==> config.mk <==
export PLATFORM = sky130hd
export DESIGN_NAME = uart_data_port
export DESIGN_NICKNAME = d
export VERILOG_FILES = /design/src/rtl/uart_dp_pkg.sv /design/src/rtl/uart_char_queue.sv /design/src/rtl/uart_ovr_flag.sv /design/src/rtl/uart_data_port.sv
export SDC_FILE = /design/constraint.sdc
export NUM_CORES = 1
export LEC_CHECK = 0
export BUFFER_PORTS_ARGS = -buffer_cell sky130_fd_sc_hd__clkbuf_2
export CAP_MARGIN = 20
export CORE_ASPECT_RATIO = 1.2
export CORE_MARGIN = 2
export CORE_UTILIZATION = 31
export DETAILED_ROUTE_END_ITERATION = 8
export PLACE_DENSITY = 0.54
export SETUP_SLACK_MARGIN = 0.02
export SLEW_MARGIN = 20
export SYNTH_ARGS = -nofsm -noshare
export SYNTH_HDL_FRONTEND = slang
export SYNTH_SLANG_ARGS = --single-unit
==> constraint.sdc <==
create_clock -name clk -period 3.4 [get_ports clk]
set_input_delay 0.17 -clock clk [delete_from_list [all_inputs] [get_ports clk]]
set_output_delay 0.17 -clock clk [all_outputs]
set_load 0.02 [all_outputs]
==> src/rtl/uart_dp_pkg.sv <==
// Shared widths and character type for the UART data register path.
package uart_dp_pkg;
    localparam int CHAR_W = 8;
    localparam int REG_W  = 32;
    typedef logic [CHAR_W-1:0] char_t;
endpackage

==> src/rtl/uart_char_queue.sv <==
// Character queue with two personalities.
// deep=1: FIFO of DEPTH entries; a push while full (and no pop) is dropped.
// deep=0: one holding slot; a push while occupied (and no pop) overwrites it.
// lost pulses whenever a push was dropped or overwrote unread data.
// Assumes flush is a one-cycle request and has priority over push and pop.
module uart_char_queue #(
    parameter int DEPTH = 16
) (
    input  logic                  clk,
    input  logic                  rst_n,
    input  logic                  deep,
    input  logic                  flush,
    input  logic                  push,
    input  uart_dp_pkg::char_t    push_data,
    input  logic                  pop,
    output uart_dp_pkg::char_t    head,
    output logic                  empty,
    output logic                  lost
);
    localparam int PTR_W = (DEPTH > 1) ? $clog2(DEPTH) : 1;
    localparam int CNT_W = $clog2(DEPTH + 1);

    uart_dp_pkg::char_t slots [DEPTH];
    logic [PTR_W-1:0]   rd_ptr, wr_ptr;
    logic [CNT_W-1:0]   count;
    logic               cap_full, do_pop, blocked, push_ok, wr_en;
    logic [PTR_W-1:0]   wr_addr;

    function automatic logic [PTR_W-1:0] ptr_next(input logic [PTR_W-1:0] p);
        return (p == PTR_W'(DEPTH - 1)) ? '0 : p + 1'b1;
    endfunction

    // Occupancy, acceptance and overflow decisions for this cycle.
    always_comb begin
        cap_full = deep ? (count == CNT_W'(DEPTH)) : (count != '0);
        do_pop   = pop && (count != '0) && !flush;
        blocked  = cap_full && !do_pop;
        push_ok  = push && !blocked && !flush;
        lost     = push && blocked && !flush;
        wr_en    = push_ok || (lost && !deep);
        wr_addr  = push_ok ? wr_ptr : rd_ptr;
    end

    // Pointer and occupancy bookkeeping.
    always_ff @(posedge clk) begin
        if (!rst_n || flush) begin
            rd_ptr <= '0;
            wr_ptr <= '0;
            count  <= '0;
        end else begin
            if (push_ok) wr_ptr <= ptr_next(wr_ptr);
            if (do_pop)  rd_ptr <= ptr_next(rd_ptr);
            count <= count + CNT_W'(push_ok) - CNT_W'(do_pop);
        end
    end

    // One register per storage slot.
    for (genvar g = 0; g < DEPTH; g++) begin : g_slot
        always_ff @(posedge clk) begin
            if (!rst_n)
                slots[g] <= '0;
            else if (wr_en && wr_addr == PTR_W'(g))
                slots[g] <= push_data;
        end
    end

    assign head  = slots[rd_ptr];
    assign empty = (count == '0);
endmodule

==> src/rtl/uart_ovr_flag.sv <==
// Sticky overrun flag: set wins over clear, flush clears unconditionally.
// Assumes set and clr are single-cycle strobes.
module uart_ovr_flag (
    input  logic clk,
    input  logic rst_n,
    input  logic flush,
    input  logic set,
    input  logic clr,
    output logic flag
);
    // Hold the flag until a status read or a flush.
    always_ff @(posedge clk) begin
        if (!rst_n || flush) flag <= 1'b0;
        else if (set)        flag <= 1'b1;
        else if (clr)        flag <= 1'b0;
    end
endmodule

==> src/rtl/uart_data_port.sv <==
// Host data location of a 16550-style UART: receive read, transmit write,
// low divisor byte when dlab is set, two queue modes and the status flags.
// Assumes host_rd / host_wr / lsr_rd are single-cycle strobes.
module uart_data_port #(
    parameter int FIFO_DEPTH = 16
) (
    input  logic                            clk,
    input  logic                            rst_n,
    input  logic                            fifo_en,
    input  logic                            dlab,
    input  logic                            host_rd,
    input  logic                            host_wr,
    input  logic [uart_dp_pkg::CHAR_W-1:0]  host_wdata,
    output logic [uart_dp_pkg::REG_W-1:0]   host_rdata,
    input  logic                            lsr_rd,
    input  logic                            rx_valid,
    input  logic [uart_dp_pkg::CHAR_W-1:0]  rx_data,
    output logic                            tx_valid,
    output logic [uart_dp_pkg::CHAR_W-1:0]  tx_data,
    input  logic                            tx_ready,
    output logic                            data_ready,
    output logic                            thr_empty,
    output logic                            overrun,
    output logic [uart_dp_pkg::CHAR_W-1:0]  div_lo
);
    import uart_dp_pkg::*;
    localparam int PAD_W = REG_W - CHAR_W;

    logic  fifo_en_q, flush;
    logic  rx_pop, tx_push, tx_pop, rx_empty, tx_empty, rx_lost, tx_lost;
    char_t rx_head, tx_head;

    // Remember the previous mode so any change can trigger a flush.
    always_ff @(posedge clk) fifo_en_q <= fifo_en;

    // Low divisor byte, reached only while dlab is set.
    always_ff @(posedge clk) begin
        if (!rst_n)                div_lo <= '0;
        else if (dlab && host_wr)  div_lo <= host_wdata;
    end

    assign flush   = rst_n && (fifo_en != fifo_en_q);
    assign rx_pop  = host_rd && !dlab;
    assign tx_push = host_wr && !dlab;
    assign tx_pop  = tx_valid && tx_ready;

    uart_char_queue #(.DEPTH(FIFO_DEPTH)) u_rx_q (
        .clk(clk), .rst_n(rst_n), .deep(fifo_en), .flush(flush),
        .push(rx_valid), .push_data(rx_data), .pop(rx_pop),
        .head(rx_head), .empty(rx_empty), .lost(rx_lost)
    );

    uart_char_queue #(.DEPTH(FIFO_DEPTH)) u_tx_q (
        .clk(clk), .rst_n(rst_n), .deep(fifo_en), .flush(flush),
        .push(tx_push), .push_data(host_wdata), .pop(tx_pop),
        .head(tx_head), .empty(tx_empty), .lost(tx_lost)
    );

    uart_ovr_flag u_ovr (
        .clk(clk), .rst_n(rst_n), .flush(flush),
        .set(rx_lost), .clr(lsr_rd), .flag(overrun)
    );

    assign host_rdata = {{PAD_W{1'b0}}, (dlab ? div_lo : rx_head)};
    assign tx_valid   = !tx_empty;
    assign tx_data    = tx_head;
    assign data_ready = !rx_empty;
    assign thr_empty  = tx_empty;
endmodule

==> results.ini <==
[outcome]
status = complete, no violations

[finish]
regArea_um2 = 8570
utilization_pct = 36.4
layout.nets = 1216
diodes = 0
syn_to_final_growth_pct = 15.9
multi_input_area_um2 = 5530
fillers = 4539
layout_common_cells = edfxtp_1, nor3_1, buf_4, mux4_2
final_common_cell = edfxtp_1
drive_gt1_share_pct = 25.4
finalNonFillerCells = 1824

[timing]
tns_ns = 0
slew_viol_final = 0
final.min_clock_period_ns = 3.14
slew_headroom_pct = 24.1
min_period_over_period_pct = 92.3
rsz0062_at_grt = false
worst_pin_slew_ns = 1.12
setup_ws_ns = 0.261
fmax_mhz = 319
setup_violations = 0
fin_skew_ns = 0.0131
hold_viol = 0

[placed_design]
place.gp.congestion = 0.793
dp_slack_ns = 0.342
io_buffer_count = 52
dp_cells = 1756
dp_hpwl_mm = 26.0

[worst_setup_path]
slowest_delay_ns = 0.92
crit_path_cell_trace = inv_1 > ha_1 > or3b_2 > nor3_1 > buf_4 > nor2_1 > a41oi_1 > o31ai_1 > buf_4
cp-start-kind = flip-flop
crit_buf_inv = 3
crit_slowest_cell = a41oi_1
cp_common_cell = buf_4
reg2reg_from = u_rx_q.count[2]$_SDFF_PP0_
setup.worst_path.class = flip-flop to flip-flop
crit_required_ns = 3.67
crit_arrival_ns = 3.41
reg2reg_to = u_rx_q.slots[12][5]$_SDFFCE_PN0P_
crit_path_max_fanout = 11
path_delay_family = compound AO/OA/AOI/OAI gates
ff2ff_path_depth = 9
r2r_slack_ns = 0.26
cp-end-kind = flip-flop

[clocking]
htree_num_levels = 2
cts.clk_slew.worst_paths_ns = 0.05
root_buffer = clkbuf_16
cts_tree = yes
cts.sinks = 300
cts_setup_buffers = 0
ctsResizeCount = 0
clk_latency_ns = 0.53
ctsHoldBuffers = 2
numCtsBuffers = 36
cts.path.max_buffers = 3

[global_route]
grt_start_max_net_pins = 35
grt_pass1_wl_mm = 58.4
grt_pass1_vias = 9679
overflow = 0
grt_antenna_before_repair = 0
groute.usage.overall_pct = 15.3

[min_path]
holdCritStartpoint = host_wdata[6]
worstHoldEndpoint = div_lo[6]$_SDFFE_PN0P_
min_path_cells = 3
hold_path.class = primary input to flip-flop

[logic_synthesis]
async_flop_share_pct = 0
synthFlopType = edfxtp_1
yosys_register_bits = 300
synth_area_um2 = 14700
avgSynthCellArea_um2 = 13.4
netlist_instances = 1098
yosysWarnings = 0
synth_edf_count = 256
synth_cell_types = 58
synth_seq_area_share_pct = 58.3

[floorplanning]
die_h_um = 243
rows = 87
coreArea_um2 = 46900
top_level_ports = 77
fp.dieW_um = 203
dieArea_um2 = 49200
initial_core_util_pct = 31.4

[route]
ant_nets = 0
drt_wl_total_mm = 37.9
viasPerCell = 5.24
drcViolationCount = 0
wl_per_cell_um = 20.8
drt_iter0_drc = 723
via_count = 9552
drtPass1Iterations = 5

[run]
cap_violations = 0

[power]
power.density_nw_per_um2 = 555
irDropWorstVdd_v = 0.000361
leakage_nw = 5.93
finalPower_w = 0.00947

power by group:
part	internal, W	total, W	switching, W
clock network	0.00225	0.00373	0.00148
registers	0.00415	0.00424	0.0000849
logic	0.000593	0.00150	0.000910
total	0.00700	0.00947	0.00248
cell families (layout without fill, tap and decap cells):
logic type,after synthesis,in the layout,share of synthesized area (%)
simple gates,386,386,14.4
flops,300,300,58.3
buf+inv,155,235,5.22
mux,116,116,14.9
compound gates,110,110,4.87
fa+ha+maj,18,18,1.63
xor+xnor,12,12,0.715
other cells,1,24,0.0255
flip-flops by register name, summed over array words and instances (netlist names), named ones only:
| register | flops |
|---|---|
| fifo_en_q | 1 |
| u_tx_q.wr_ptr | 4 |
| div_lo | 8 |
| u_tx_q.rd_ptr | 4 |
| u_ovr.flag | 1 |
| u_rx_q.slots | 128 |
| u_tx_q.count | 5 |
| u_rx_q.count | 5 |
| u_tx_q.slots | 128 |
| u_rx_q.wr_ptr | 4 |
| u_rx_q.rd_ptr | 4 |
tightest hold or removal path, stage by stage:
cell and delay, ns:
clkbuf_2 0.18, nand3_1 0.11, a21oi_1 0.06
layer usage:
layer | share of wire (%) | up-vias | GRT usage (%)
li1 | - | 4428 | -
met1 | 41 | 4795 | 19.3
met2 | 51 | 278 | 27.1
met3 | 5.5 | 51 | 2.77
met4 | 2.1 | 0 | 4.12
met5 | 0 | - | 0
per-stage QoR:
step                cell area, µm²  hold WS (ns)
global placement             15900         0.457
CTS                          17100        0.0324
floorplan                    14800         0.198
global route                 17100        0.0467
detailed placement           15900         0.465
finish                       17100        0.0472
final cells by class:
type | count | area share (%)
sequential | 300 | 50.3
multi-input combinational | 666 | 32.4
clock buffer | 47 | 5.71
timing repair buffer | 136 | 5.33
tap | 623 | 4.57
clock inverter | 19 | 1.01
inverter | 33 | 0.741
cell usage after synthesis (all sizes together), types with 3 or more instances:
cell,count,share of area (%)
nor2b,8,0.34
inv,33,0.86
a41oi,3,0.18
ha,16,1.4
a31oi,5,0.21
xor2,6,0.36
nor2,26,0.66
a21oi,31,1.1
buf,72,3.1
o31ai,17,0.90
o21ai,37,1.4
and3,68,2.9
nor3,134,4.6
nor4,72,3.2
mux2i,18,1.2
clkbuf,50,1.3
nand2b,8,0.34
nand3,18,0.61
nor4b,3,0.22
or3,4,0.17
a21boi,3,0.15
dfxtp,44,6.0
edfxtp,256,52
xnor2,6,0.36
nand2,37,0.94
mux4,80,12
mux2,18,1.4
a21o,3,0.15
worst max-delay path by stage:
stage                                from                           endpoint  slack [ns]  cells after the start
6_report       u_rx_q.count[2]$_SDFF_PP0_  u_rx_q.slots[12][5]$_SDFFCE_PN0P_        0.26                      9
5_1_grt        u_rx_q.count[3]$_SDFF_PP0_  u_rx_q.slots[13][6]$_SDFFCE_PN0P_        0.04                      9
4_1_cts                         flip-flop                      host_rdata[7]        0.27                      5
3_5_place_dp   u_rx_q.count[3]$_SDFF_PP0_  u_rx_q.slots[12][5]$_SDFFCE_PN0P_        0.34                      9
3_3_place_gp   u_rx_q.count[3]$_SDFF_PP0_  u_rx_q.slots[15][6]$_SDFFCE_PN0P_        0.38                      9
2_1_floorplan  u_rx_q.count[3]$_SDFF_PP0_   u_rx_q.slots[4][0]$_SDFFCE_PN0P_        0.26                     11
(Power assumes the default switching activity.)
